===== config.mk =====
export PLATFORM = sky130hd
export DESIGN_NAME = expn_id_chain
export DESIGN_NICKNAME = d
export VERILOG_FILES = /design/src/rtl/expn_id_pkg.sv /design/src/rtl/expn_win_decode.sv /design/src/rtl/expn_desc_rom.sv /design/src/rtl/expn_rd_format.sv /design/src/rtl/expn_chain_ctrl.sv /design/src/rtl/expn_id_chain.sv
export SDC_FILE = /design/constraint.sdc
export NUM_CORES = 1
export LEC_CHECK = 0
export ABC_AREA = 1
export ABC_CLOCK_PERIOD_IN_PS = 3460
export BUFFER_PORTS_ARGS = -buffer_cell sky130_fd_sc_hd__buf_2
export CAP_MARGIN = 10
export CORE_ASPECT_RATIO = 0.9
export CORE_MARGIN = 5
export CORE_UTILIZATION = 47
export DETAILED_ROUTE_END_ITERATION = 12
export PLACE_DENSITY = 0.81
export RECOVER_POWER = 50
export SLEW_MARGIN = 20
export SYNTH_ARGS = -nofsm -noshare
export SYNTH_HDL_FRONTEND = slang
export SYNTH_SLANG_ARGS = --single-unit

===== constraint.sdc =====
create_clock -name clk -period 3.46 [get_ports clk]
set_clock_uncertainty 0.15 [all_clocks]
set_input_delay 0.346 -clock clk [delete_from_list [all_inputs] [get_ports clk]]
set_output_delay 0.346 -clock clk [all_outputs]
set_load 0.005 [all_outputs]

===== src/rtl/expn_id_pkg.sv =====
// Package: shared command encoding and window offset constants for the
// expansion identification chain. Assumes a 64 KB window addressed by
// the low 16 address bits.
package expn_id_pkg;

    localparam int WIN_OFS_W = 16;

    // Command offsets inside the window
    localparam logic [WIN_OFS_W-1:0] OFS_BASE_LO = 16'h004A;
    localparam logic [WIN_OFS_W-1:0] OFS_BASE_HI = 16'h0048;
    localparam logic [WIN_OFS_W-1:0] OFS_SHUTUP  = 16'h004C;

    // Offsets whose read byte is returned without inversion
    localparam logic [WIN_OFS_W-1:0] OFS_PLAIN_A = 16'h0000;
    localparam logic [WIN_OFS_W-1:0] OFS_PLAIN_B = 16'h0002;
    localparam logic [WIN_OFS_W-1:0] OFS_PLAIN_C = 16'h0040;
    localparam logic [WIN_OFS_W-1:0] OFS_PLAIN_D = 16'h0042;

    localparam logic [7:0] INV_MASK = 8'hF0;

    typedef enum logic [1:0] {
        WR_NONE    = 2'd0,
        WR_BASE_LO = 2'd1,
        WR_BASE_HI = 2'd2,
        WR_SHUTUP  = 2'd3
    } wr_cmd_e;

    // True when a read at this offset is returned without inversion
    function automatic logic ofs_is_plain(input logic [WIN_OFS_W-1:0] ofs);
        return (ofs == OFS_PLAIN_A) || (ofs == OFS_PLAIN_B) ||
               (ofs == OFS_PLAIN_C) || (ofs == OFS_PLAIN_D);
    endfunction

endpackage


===== src/rtl/expn_win_decode.sv =====
// Window decoder: claims accesses in the configuration window while the
// chain is active, splits the offset into a descriptor nibble index and
// classifies writes into chain commands. Assumes ADDR_W > WIN_OFS_W.
module expn_win_decode
    import expn_id_pkg::*;
#(
    parameter int              ADDR_W    = 24,
    parameter logic [ADDR_W-1:0] WIN_BASE = 24'hE80000,
    parameter int              NIBBLES   = 20,
    parameter int              NIB_IDX_W = 5
) (
    input  logic                 acc_valid,
    input  logic                 acc_write,
    input  logic [ADDR_W-1:0]    acc_addr,
    input  logic                 chain_done,
    output logic                 hit,
    output logic [WIN_OFS_W-1:0] ofs,
    output logic [NIB_IDX_W-1:0] nib_idx,
    output logic                 nib_in_range,
    output wr_cmd_e              wr_cmd
);

    localparam int PAGE_W = ADDR_W - WIN_OFS_W;
    localparam logic [PAGE_W-1:0] WIN_PAGE = WIN_BASE[ADDR_W-1:WIN_OFS_W];

    logic page_match;

    // Page compare and window claim
    always_comb begin
        page_match = (acc_addr[ADDR_W-1:WIN_OFS_W] == WIN_PAGE);
        hit        = acc_valid && page_match && !chain_done;
        ofs        = acc_addr[WIN_OFS_W-1:0];
    end

    // Descriptor nibble index: even offsets inside the table only
    always_comb begin
        nib_idx      = ofs[NIB_IDX_W:1];
        nib_in_range = !ofs[0] && (ofs[WIN_OFS_W-1:1] < (WIN_OFS_W-1)'(NIBBLES));
    end

    // Write command classification
    always_comb begin
        wr_cmd = WR_NONE;
        if (hit && acc_write) begin
            unique case (ofs)
                OFS_BASE_LO: wr_cmd = WR_BASE_LO;
                OFS_BASE_HI: wr_cmd = WR_BASE_HI;
                OFS_SHUTUP:  wr_cmd = WR_SHUTUP;
                default:     wr_cmd = WR_NONE;
            endcase
        end
    end

endmodule


===== src/rtl/expn_desc_rom.sv =====
// Descriptor store: returns one nibble of the selected board's fixed
// identification descriptor. Board b's nibble n sits at bit 4*(b*NIBBLES+n)
// of DESC_TABLE. An index at or past NIBBLES returns zero.
module expn_desc_rom #(
    parameter int NUM_BOARDS = 2,
    parameter int NIBBLES    = 20,
    parameter int BIDX_W     = 1,
    parameter int NIB_IDX_W  = 5,
    parameter logic [NUM_BOARDS*NIBBLES*4-1:0] DESC_TABLE = '0
) (
    input  logic [BIDX_W-1:0]    brd_sel,
    input  logic [NIB_IDX_W-1:0] nib_idx,
    output logic [3:0]           nib
);

    localparam int ROW_W = NIBBLES * 4;

    logic [ROW_W-1:0] rows [NUM_BOARDS];
    logic [ROW_W-1:0] sel_row;

    // One descriptor row per board
    for (genvar b = 0; b < NUM_BOARDS; b++) begin : g_row
        assign rows[b] = DESC_TABLE[b*ROW_W +: ROW_W];
    end

    // Row select by head board
    always_comb begin
        sel_row = '0;
        for (int b = 0; b < NUM_BOARDS; b++) begin
            if (brd_sel == BIDX_W'(b)) sel_row = rows[b];
        end
    end

    // Nibble select within the row
    always_comb begin
        nib = 4'h0;
        for (int n = 0; n < NIBBLES; n++) begin
            if (nib_idx == NIB_IDX_W'(n)) nib = sel_row[n*4 +: 4];
        end
    end

endmodule


===== src/rtl/expn_rd_format.sv =====
// Read formatter: places the descriptor nibble in the upper half of the
// byte, zeroes bytes outside the table and applies the upper-nibble
// inversion everywhere except the plain offsets. Drives zero when not hit.
module expn_rd_format
    import expn_id_pkg::*;
(
    input  logic                 hit,
    input  logic [WIN_OFS_W-1:0] ofs,
    input  logic                 nib_in_range,
    input  logic [3:0]           nib,
    output logic [7:0]           rdata
);

    logic [7:0] raw;

    // Raw byte before inversion
    always_comb begin
        raw = nib_in_range ? {nib, 4'h0} : 8'h00;
    end

    // Inversion and output gating
    always_comb begin
        if (!hit)                 rdata = 8'h00;
        else if (ofs_is_plain(ofs)) rdata = raw;
        else                      rdata = raw ^ INV_MASK;
    end

endmodule


===== src/rtl/expn_chain_ctrl.sv =====
// Chain controller: tracks the head board, each board's base nibbles and
// configured flag, and the done flag. Assumes commands arrive already
// gated by the window claim. Bases are 24-bit with the low 16 bits zero.
module expn_chain_ctrl
    import expn_id_pkg::*;
#(
    parameter int NUM_BOARDS = 2,
    parameter int BIDX_W     = 1,
    parameter int ADDR_W     = 24
) (
    input  logic                         clk,
    input  logic                         rst_n,
    input  wr_cmd_e                      wr_cmd,
    input  logic [3:0]                   wr_nib,
    output logic [BIDX_W-1:0]            cur_brd,
    output logic [NUM_BOARDS*ADDR_W-1:0] brd_base,
    output logic [NUM_BOARDS-1:0]        brd_cfg,
    output logic                         chain_done
);

    localparam logic [BIDX_W-1:0] LAST_BRD = BIDX_W'(NUM_BOARDS - 1);

    logic advance;

    // A base-high or shut-up command passes the head on
    always_comb begin
        advance = !chain_done && ((wr_cmd == WR_BASE_HI) || (wr_cmd == WR_SHUTUP));
    end

    // Head pointer and done flag
    always_ff @(posedge clk) begin
        if (!rst_n) begin
            cur_brd    <= '0;
            chain_done <= 1'b0;
        end else if (advance) begin
            if (cur_brd == LAST_BRD) chain_done <= 1'b1;
            else                     cur_brd    <= cur_brd + 1'b1;
        end
    end

    // Per-board base nibbles and configured flag
    for (genvar b = 0; b < NUM_BOARDS; b++) begin : g_brd
        logic [7:0] page_q;
        logic       cfg_q;
        logic       is_head;

        assign is_head = (cur_brd == BIDX_W'(b)) && !chain_done;

        // Apply base and configure commands aimed at this board
        always_ff @(posedge clk) begin
            if (!rst_n) begin
                page_q <= 8'h00;
                cfg_q  <= 1'b0;
            end else if (is_head) begin
                case (wr_cmd)
                    WR_BASE_LO: page_q <= {4'h0, wr_nib};
                    WR_BASE_HI: begin
                        page_q[7:4] <= wr_nib;
                        cfg_q       <= 1'b1;
                    end
                    default: ;
                endcase
            end
        end

        assign brd_base[b*ADDR_W +: ADDR_W] = ADDR_W'({page_q, 16'h0000});
        assign brd_cfg[b]                   = cfg_q;
    end

endmodule


===== src/rtl/expn_id_chain.sv =====
// Top: expansion board identification chain responder. Presents the head
// board's descriptor in the configuration window, accepts base and
// shut-up writes, and reports bases, configured flags and completion.
// Assumes single-cycle byte accesses and ADDR_W of 24.
module expn_id_chain
    import expn_id_pkg::*;
#(
    parameter int                ADDR_W     = 24,
    parameter logic [ADDR_W-1:0] WIN_BASE   = 24'hE80000,
    parameter int                NUM_BOARDS = 2,
    parameter int                NIBBLES    = 20,
    parameter logic [NUM_BOARDS*NIBBLES*4-1:0] DESC_TABLE =
        {80'h0000413ABD7000003A1C, 80'h02400000BD700008960E}
) (
    input  logic                         clk,
    input  logic                         rst_n,
    input  logic                         acc_valid,
    input  logic                         acc_write,
    input  logic [ADDR_W-1:0]            acc_addr,
    input  logic [3:0]                   acc_wdata_hi,
    output logic                         acc_hit,
    output logic [7:0]                   acc_rdata,
    output logic [NUM_BOARDS*ADDR_W-1:0] brd_base,
    output logic [NUM_BOARDS-1:0]        brd_cfg,
    output logic                         chain_done
);

    localparam int BIDX_W    = (NUM_BOARDS > 1) ? $clog2(NUM_BOARDS) : 1;
    localparam int NIB_IDX_W = (NIBBLES > 1) ? $clog2(NIBBLES) : 1;

    logic [WIN_OFS_W-1:0] ofs;
    logic [NIB_IDX_W-1:0] nib_idx;
    logic                 nib_in_range;
    wr_cmd_e              wr_cmd;
    logic [BIDX_W-1:0]    cur_brd;
    logic [3:0]           nib;

    expn_win_decode #(
        .ADDR_W    (ADDR_W),
        .WIN_BASE  (WIN_BASE),
        .NIBBLES   (NIBBLES),
        .NIB_IDX_W (NIB_IDX_W)
    ) u_dec (
        .acc_valid    (acc_valid),
        .acc_write    (acc_write),
        .acc_addr     (acc_addr),
        .chain_done   (chain_done),
        .hit          (acc_hit),
        .ofs          (ofs),
        .nib_idx      (nib_idx),
        .nib_in_range (nib_in_range),
        .wr_cmd       (wr_cmd)
    );

    expn_desc_rom #(
        .NUM_BOARDS (NUM_BOARDS),
        .NIBBLES    (NIBBLES),
        .BIDX_W     (BIDX_W),
        .NIB_IDX_W  (NIB_IDX_W),
        .DESC_TABLE (DESC_TABLE)
    ) u_rom (
        .brd_sel (cur_brd),
        .nib_idx (nib_idx),
        .nib     (nib)
    );

    expn_rd_format u_fmt (
        .hit          (acc_hit),
        .ofs          (ofs),
        .nib_in_range (nib_in_range),
        .nib          (nib),
        .rdata        (acc_rdata)
    );

    expn_chain_ctrl #(
        .NUM_BOARDS (NUM_BOARDS),
        .BIDX_W     (BIDX_W),
        .ADDR_W     (ADDR_W)
    ) u_ctrl (
        .clk        (clk),
        .rst_n      (rst_n),
        .wr_cmd     (wr_cmd),
        .wr_nib     (acc_wdata_hi),
        .cur_brd    (cur_brd),
        .brd_base   (brd_base),
        .brd_cfg    (brd_cfg),
        .chain_done (chain_done)
    );

endmodule


==> results of run 1 <==
-- worst max-delay path, delay by kind of cell (launching register included) --
family                   cells  cell delay [ns]
buffers and inverters        1             0.09
AO/OA/AOI/OAI                2             0.37
flip-flops                   1             0.38
adder cells (fa/ha/maj)      1             0.31
AND/OR/NAND/NOR              4             1.43
-- power breakdown --
| group | switching (mW) | internal, mW | leakage (nW) | total [mW] |
|---|---|---|---|---|
| Sequential | 0.00000000892 | 0.230 | 0.161 | 0.230 |
| Combinational | 0.0429 | 0.0227 | 0.630 | 0.0656 |
| Clock | 0.0701 | 0.0775 | 0.0216 | 0.148 |
| Total | 0.113 | 0.330 | 0.813 | 0.443 |
-- cells in the final DEF, fill, tap and decap left out, types with 2 or more instances in the layout --
cell and n:
dfxtp_1 20, o2111ai_1 2, nor3_1 7, ha_1 3
or2_2 5, nand3_1 12, nand4_1 7, inv_1 21
nor2_2 3, clkbuf_1 12, clkbuf_8 3, nor2_1 32
nand3b_1 2, buf_2 43, nor4_1 3, nor4_4 2
nand2_1 36, a21oi_1 15, conb_1 36, o21ai_0 16
-- layout make-up --
type | count | share of cell area (%)
Clock buffer | 3 | 2.38
Inverter | 23 | 4.98
Multi-Input combinational cell | 184 | 51.5
Sequential cell | 20 | 23.1
Tap cell | 42 | 3.03
Timing Repair Buffer | 55 | 15.0
-- worst max-delay path by stage --
stage,startpoint,end,slack (ns),depth (start not counted)
6_report,u_ctrl.chain_done,u_ctrl.g_brd[0].page_q[4],0.65,8
4_1_cts,u_ctrl.chain_done,u_ctrl.g_brd[0].page_q[4],0.65,8
2_1_floorplan,acc_valid,u_ctrl.g_brd[0].page_q[4],0.97,9
3_5_place_dp,acc_addr[16],u_ctrl.g_brd[0].page_q[4],0.61,11
5_1_grt,u_ctrl.chain_done,u_ctrl.g_brd[0].page_q[4],0.29,8
3_3_place_gp,acc_addr[16],u_ctrl.g_brd[0].page_q[6],0.69,11
-- metal layers --
layer / vias to the layer above / part of all wire, % / track usage [%]
li1: 792 / - / -
met1: 669 / 39 / 16.6
met2: 66 / 50 / 25.2
met3: 7 / 8.7 / 2.63
met4: 0 / 1.8 / 5.63
met5: - / 0 / 0
-- synthesized netlist by cell type (all sizes together) --
| cell type | number | area (um2) |
|---|---|---|
| clkbuf | 2 | 7.51 |
| a21oi | 15 | 75.1 |
| inv | 22 | 82.6 |
| or2 | 5 | 31.3 |
| xnor2 | 1 | 8.76 |
| nor2 | 35 | 146 |
| nor3 | 7 | 35.0 |
| nand2 | 36 | 135 |
| clkinv | 1 | 3.75 |
| buf | 40 | 302 |
| nand3 | 13 | 75.1 |
| o21ai | 16 | 80.1 |
| nor4 | 5 | 61.3 |
| o2111ai | 2 | 17.5 |
| ha | 3 | 37.5 |
| o31ai | 1 | 7.51 |
| nand3b | 2 | 15.0 |
| conb | 1 | 3.75 |
| dfxtp | 20 | 400 |
| nand4 | 7 | 43.8 |
-- state kept, by name, indices dropped and copies added (netlist names) --
signal / count
u_ctrl.cur_brd: 1
u_ctrl.chain_done: 1
u_ctrl.g_brd.cfg_q: 2
u_ctrl.g_brd.page_q: 16
-- logic make-up (layout without fill, tap and decap cells) --
kind of cell	count (synthesis)	after routing
compound gates	34	34
fa+ha+maj	3	3
simple gates	110	110
flops	20	20
buf+inv	65	81
xor+xnor	1	1
other cells	1	36
-- per-stage QoR --
step | utilization (%) | cell area (um2) | setup slack, ns | std cells
2_1_floorplan | - | 1700 | 0.973 | 269
3_3_place_gp | 54.8 | 1720 | 0.692 | 324
3_5_place_dp | 54.8 | 1720 | 0.609 | 324
4_1_cts | 56.1 | 1760 | 0.650 | 327
5_1_grt | 55.2 | 1730 | 0.290 | 327
6_report | 55.2 | 1730 | 0.647 | 327
==> run_results.csv, run 1 <==
group,metric,value,unit
run_status,status,"finished clean",
floorplan,start_util,50.0,%
worst_setup_path,cp_slowest_stage_delay,0.56,ns
global_route,grt_max_degree,14,
worst_setup_path,rrSetupSlack,0.65,ns
worst_setup_path,worst_ep_required_time,3.50,ns
clock_tree,ctsResizeCount,0,
sta,finalHoldViolCount,0,
min_path,hold_class,"primary input to register",
worst_setup_path,reg2regPathDepth,8,
logic_synthesis,synth.distinct_cells,27,
clock_tree,cts_hold_buf,0,
pwr,power,443,uW
logic_synthesis,syn_area,1570,um2
final_layout,n_fill_cell,343,
final_layout,diodes,0,
clock_tree,clockBufferDepth,2,
sta,fmax,0.356,GHz
sta,maxSlewHeadroom,52.0,%
placement,gp_congestion,0.949,
placement,io_buffer_count,55,
route,drtIter0Drc,113,
worst_setup_path,path_class,"register to register",
clock_tree,path_clk_slew,0.07,ns
global_route,grt_pass1_vias,1306,
worst_setup_path,path_max_fanout,8,
global_route,grt_remaining_overflow,0,
logic_synthesis,synthMuxAreaShare,0,%
route,drc,0,
logic_synthesis,synthXorXnorAreaFrac,0.558,%
floorplan,die_y,64.8,um
logic_synthesis,synth_compound_area_share,11.5,%
route,viasPerCell,4.69,
global_route,grt_antenna_before_repair,0,
job,drv_cap,0,
pwr,power.density,256,nW/um2
logic_synthesis,synth_top_family_by_area,"simple AND/OR/NAND/NOR gates",
route,wl_per_cell,10.6,um
route,routed_wl,3460,um
global_route,grt_usage,14.1,%
clock_tree,numCtsBuffers,3,
worst_setup_path,arrival,2.85,ns
clock_tree,clk_latency,0.26,ns
min_path,hold_path.startpoint,"acc_wdata_hi[0]",
min_path,hold_end,"u_ctrl.g_brd[0].page_q[0]",
sta,slew_viol_final,0,
logic_synthesis,synthCells,234,
final_layout,layout.area.seq,400,um2
worst_setup_path,critPathCaptureType,"register",
final_layout,drive_above_1_share,20.4,%
clock_tree,post-cts-setup-buffer-count,0,
sta,fin_crit,2.81,ns
clock_tree,cts_tree,"done",
sta,rsz0062_at_grt,"no",
sta,max_slew.worst_pin.slew,0.714,ns
placement,dp_hpwl,2940,um
route,vias,1534,
worst_setup_path,path_cells,"nor4_4 > nand2_1 > nor4_1 > inv_1 > ha_1 > nor3_1 > o21ai_0 > a21oi_1",
floorplan,die_area,4600,um2
clock_tree,clock_sinks,20,
floorplan,rows,19,
global_route,grt_pass1_wl,5400,um
floorplan,coreArea,3140,um2
logic_synthesis,ys_seq_area_share,25.5,%
final_layout,area.growth.synth_to_final,10.4,%
logic_synthesis,synth-simple-area-share,34.6,%
pwr,power.leakage,0.813,nW
final_layout,fin_nets,322,
final_layout,multi_input_area,892,um2
sta,fin_crit_sh,81.3,%
sta,hold_slack,0.221,ns
logic_synthesis,synthAdderAreaFrac,2.39,%
sta,setup_tns,0,ns
floorplan,io_pins,92,
min_path,hold_depth,3,
worst_setup_path,timing.critical_path.from_type,"register",
pwr,peakVddDrop,0.000198,V
route,antenna_left,0,
clock_tree,ctsHtreeMaxLevel,1,
logic_synthesis,synth_area_per_cell,6.71,um2
clock_tree,cts_root_buffer,"clkbuf_8",
logic_synthesis,ys_ff_latch,20,
logic_synthesis,yosys_warnings,0,
worst_setup_path,timing.rr.end,"u_ctrl.g_brd[0].page_q[4]",
sta,setup-violations-final,0,
route,drt_pre_antenna_iters,4,
worst_setup_path,r2r_start,"u_ctrl.chain_done",
worst_setup_path,slowest_stage,"nor3_1",
floorplan,die_w,70.9,um
(Power assumes the default switching activity.)
==> run 2, diff against run 1 <==
- ABC_AREA: 1 -> 0
- ABC_CLOCK_PERIOD_IN_PS: 3460 -> 2860
- CORE_UTILIZATION: 47 -> 44
- PLACE_DENSITY: 0.81 -> 0.77
- clock period: 3.46 -> 2.86 ns (I/O delays scaled with it)
==> run_results.csv, run 2 <==
group,metric,value,unit
placement,io_buffer_count,55,
job,drv_cap,0,
floorplan,coreArea,3400,um2
logic_synthesis,ys_ff_latch,20,
worst_setup_path,slowest_stage,"or4_4",
worst_setup_path,arrival,2.77,ns
route,vias,1431,
placement,dpl_worst_slack,-0.0843,ns
logic_synthesis,synthXorXnorAreaFrac,1.13,%
global_route,grt_remaining_overflow,0,
worst_setup_path,reg2regPathDepth,10,
logic_synthesis,synth_top_area_cell,"dfxtp_1",
route,drt_pre_antenna_iters,4,
logic_synthesis,synth.distinct_cells,44,
sta,fmax,0.361,GHz
worst_setup_path,path_cells,"or4_1 > or4_4 > nor2_4 > nand2_2 > nor2_4 > ha_4 > or3_4 > nand2_1 > o21ai_1 > and2_1",
floorplan,die_area,4820,um2
global_route,grt_max_degree,21,
sta,slew_viol_final,0,
pwr,power.density,304,nW/um2
floorplan,start_util,45.6,%
logic_synthesis,synth-simple-area-share,29.0,%
worst_setup_path,path_buf_inv,0,
final_layout,n_fill_cell,335,
logic_synthesis,synth_area_per_cell,7.43,um2
logic_synthesis,synth_area_leaders,"dfxtp_1 26%, buf_4 18%, nand2_1 5.8%",
worst_setup_path,path_max_fanout,8,
logic_synthesis,yosys.area.top_type_share,25.8,%
final_layout,final_cell_mix,"50 x buf_2, 36 x conb_1, 22 x nand2_1",
min_path,hold_class,"primary input to register",
logic_synthesis,yosys_warnings,0,
final_layout,drive_above_1_share,24.7,%
final_layout,fin_nets,292,
pwr,power,538,uW
logic_synthesis,ys_top_cells_by_count,"38 x buf_4, 24 x nand2_1, 20 x dfxtp_1",
floorplan,die_y,66.4,um
clock_tree,ctsHtreeMaxLevel,1,
clock_tree,clk_latency,0.25,ns
clock_tree,post-cts-setup-buffer-count,0,
clock_tree,cts_hold_buf,0,
final_layout,top_regs,"u_ctrl.g_brd.page_q x16, u_ctrl.g_brd.cfg_q x2",
worst_setup_path,rrSetupSlack,0.09,ns
final_layout,largest_reg_flops,16,
logic_synthesis,synthMuxAreaShare,4.51,%
worst_setup_path,path_depth,10,
logic_synthesis,synth_edf_count,0,
logic_synthesis,async_flop_share,0,%
worst_setup_path,crit_top_cell,"nor2_4",
clock_tree,cts_tree,"done",
route,routed_wl,3630,um
route,viasPerCell,4.79,
worst_setup_path,cp-endpoint,"u_ctrl.g_brd[0].page_q[4]",
global_route,grt_usage,14.2,%
clock_tree,path_clk_slew,0.07,ns
logic_synthesis,synthAdderAreaFrac,2.42,%
logic_synthesis,ys_seq_area_share,25.8,%
route,wl_per_cell,12.1,um
final_layout,final_common_cell,"buf_2",
pwr,power.leakage,0.799,nW
sta,finalHoldViolCount,0,
final_layout,layout.area.seq,402,um2
logic_synthesis,syn_area,1550,um2
logic_synthesis,yosysMostFrequentCell,"buf_4",
final_layout,multi_input_area,972,um2
run_status,status,"finished clean",
floorplan,rows,20,
worst_setup_path,crit_family,"simple AND/OR/NAND/NOR gates",
sta,layout_setup_ws,0.0923,ns
worst_setup_path,r2r_start,"u_ctrl.chain_done",
global_route,grt_antenna_before_repair,0,
worst_setup_path,timing.critical_path.from_type,"register",
worst_setup_path,startpoint,"u_ctrl.chain_done",
logic_synthesis,synthCells,209,
clock_tree,clock_sinks,20,
placement,dp_hpwl,2860,um
clock_tree,cts_root_buffer,"clkbuf_8",
sta,fin_crit,2.77,ns
logic_synthesis,synth_top_family_by_area,"simple AND/OR/NAND/NOR gates",
clock_tree,clockBufferDepth,2,
global_route,grt_pass1_vias,1162,
sta,setup-violations-final,0,
route,drtIter0Drc,102,
worst_setup_path,critPathCaptureType,"register",
sta,fin_crit_sh,96.8,%
worst_setup_path,cp_slowest_stage_delay,0.55,ns
route,antenna_left,0,
final_layout,area.growth.synth_to_final,13.9,%
clock_tree,numCtsBuffers,3,
placement,gp_congestion,0.891,
global_route,grt_pass1_wl,5490,um
route,drc,0,
worst_setup_path,timing.rr.end,"u_ctrl.g_brd[0].page_q[4]",
floorplan,die_w,72.6,um
logic_synthesis,synth_compound_area_share,14.6,%
final_layout,diodes,0,
pwr,peakVddDrop,0.000306,V
worst_setup_path,worst_ep_required_time,2.86,ns
logic_synthesis,synth_flop_cell,"dfxtp_1",
final_layout,regMostFlops,"u_ctrl.g_brd.page_q",
floorplan,io_pins,92,
worst_setup_path,path_class,"register to register",
[run 2: cell types whose count changed after synthesis, sizes merged, moves of 7 or more]
cell    previous run  this run
nor2              35        16
nor2b              0        12
o21ai             16         5
clkbuf             2         9
inv               22         5
nand2             36        24
mux2i              0         7
[run 2: tightest hold or removal path, delay by kind of cell]
family,cells,cell delay (ns)
AO/OA/AOI/OAI,1,0.06
buffers and inverters,1,0.12
AND/OR/NAND/NOR,1,0.06
[run 2: layer usage]
layer,wire length [um],vias up,share of wire [%],track usage [%]
met5,0,-,0,0
met4,44,0,1.2,3.46
met3,354,4,9.8,2.43
met2,1650,80,45,21.6
met1,1580,624,44,20.4
li1,-,723,-,-
[run 2: metrics by stage]
stage / util (%) / cell area [um2] / hold WS (ns) / std cells / TNS, ns
after detailed placement: 50.0 / 1700 / 0.306 / 296 / -0.287
after CTS: 51.4 / 1750 / 0.173 / 299 / 0
after global routing: 52.0 / 1770 / 0.194 / 299 / -0.195
after global placement: 50.0 / 1700 / 0.302 / 296 / -0.00803
final: 52.0 / 1770 / 0.175 / 299 / 0
after floorplan: - / 1680 / 0.292 / 244 / 0
[run 2: timing repair]
action,in CTS,in global routing
cloned,0,0
setup endpoints to repair,3,7
resized for setup,1,11
pin swaps,0,10
[run 2: cell families after synthesis]
| family | count (synthesis) |
|---|---|
| and+or+nand+nor | 87 |
| buffers and inverters | 54 |
| AOI/OAI and AO/OA | 35 |
| DFF | 20 |
| muxes | 7 |
| adders and majority gates | 3 |
| xor gates and xnor gates | 2 |
| other | 1 |
[run 2: where the power goes]
part | internal [mW] | total [mW] | switching [mW]
logic | 0.0321 | 0.0807 | 0.0486
clock network | 0.0936 | 0.179 | 0.0857
registers | 0.278 | 0.278 | 0.00000000579
total | 0.404 | 0.538 | 0.134
[run 2: final cells by class]
type	count	share of cell area [%]
flip-flops and latches	20	22.7
repair buffers	57	15.8
multi-input cells	170	55.0
well taps	44	3.11
clock buffers	3	2.33
inverters	5	1.06
[run 2: worst min path at each step]
stage,start,endpoint,slack [ns],cells after the start
floorplan,acc_wdata_hi[0],u_ctrl.g_brd[1].page_q[0],0.29,2
global placement,u_ctrl.g_brd[1].page_q[1],u_ctrl.g_brd[1].page_q[1],0.30,2
detailed placement,u_ctrl.g_brd[1].page_q[2],u_ctrl.g_brd[1].page_q[2],0.31,2
CTS,acc_wdata_hi[2],u_ctrl.g_brd[1].page_q[2],0.17,3
global route,acc_wdata_hi[0],u_ctrl.g_brd[1].page_q[0],0.19,3
finish,acc_wdata_hi[2],u_ctrl.g_brd[1].page_q[2],0.18,3
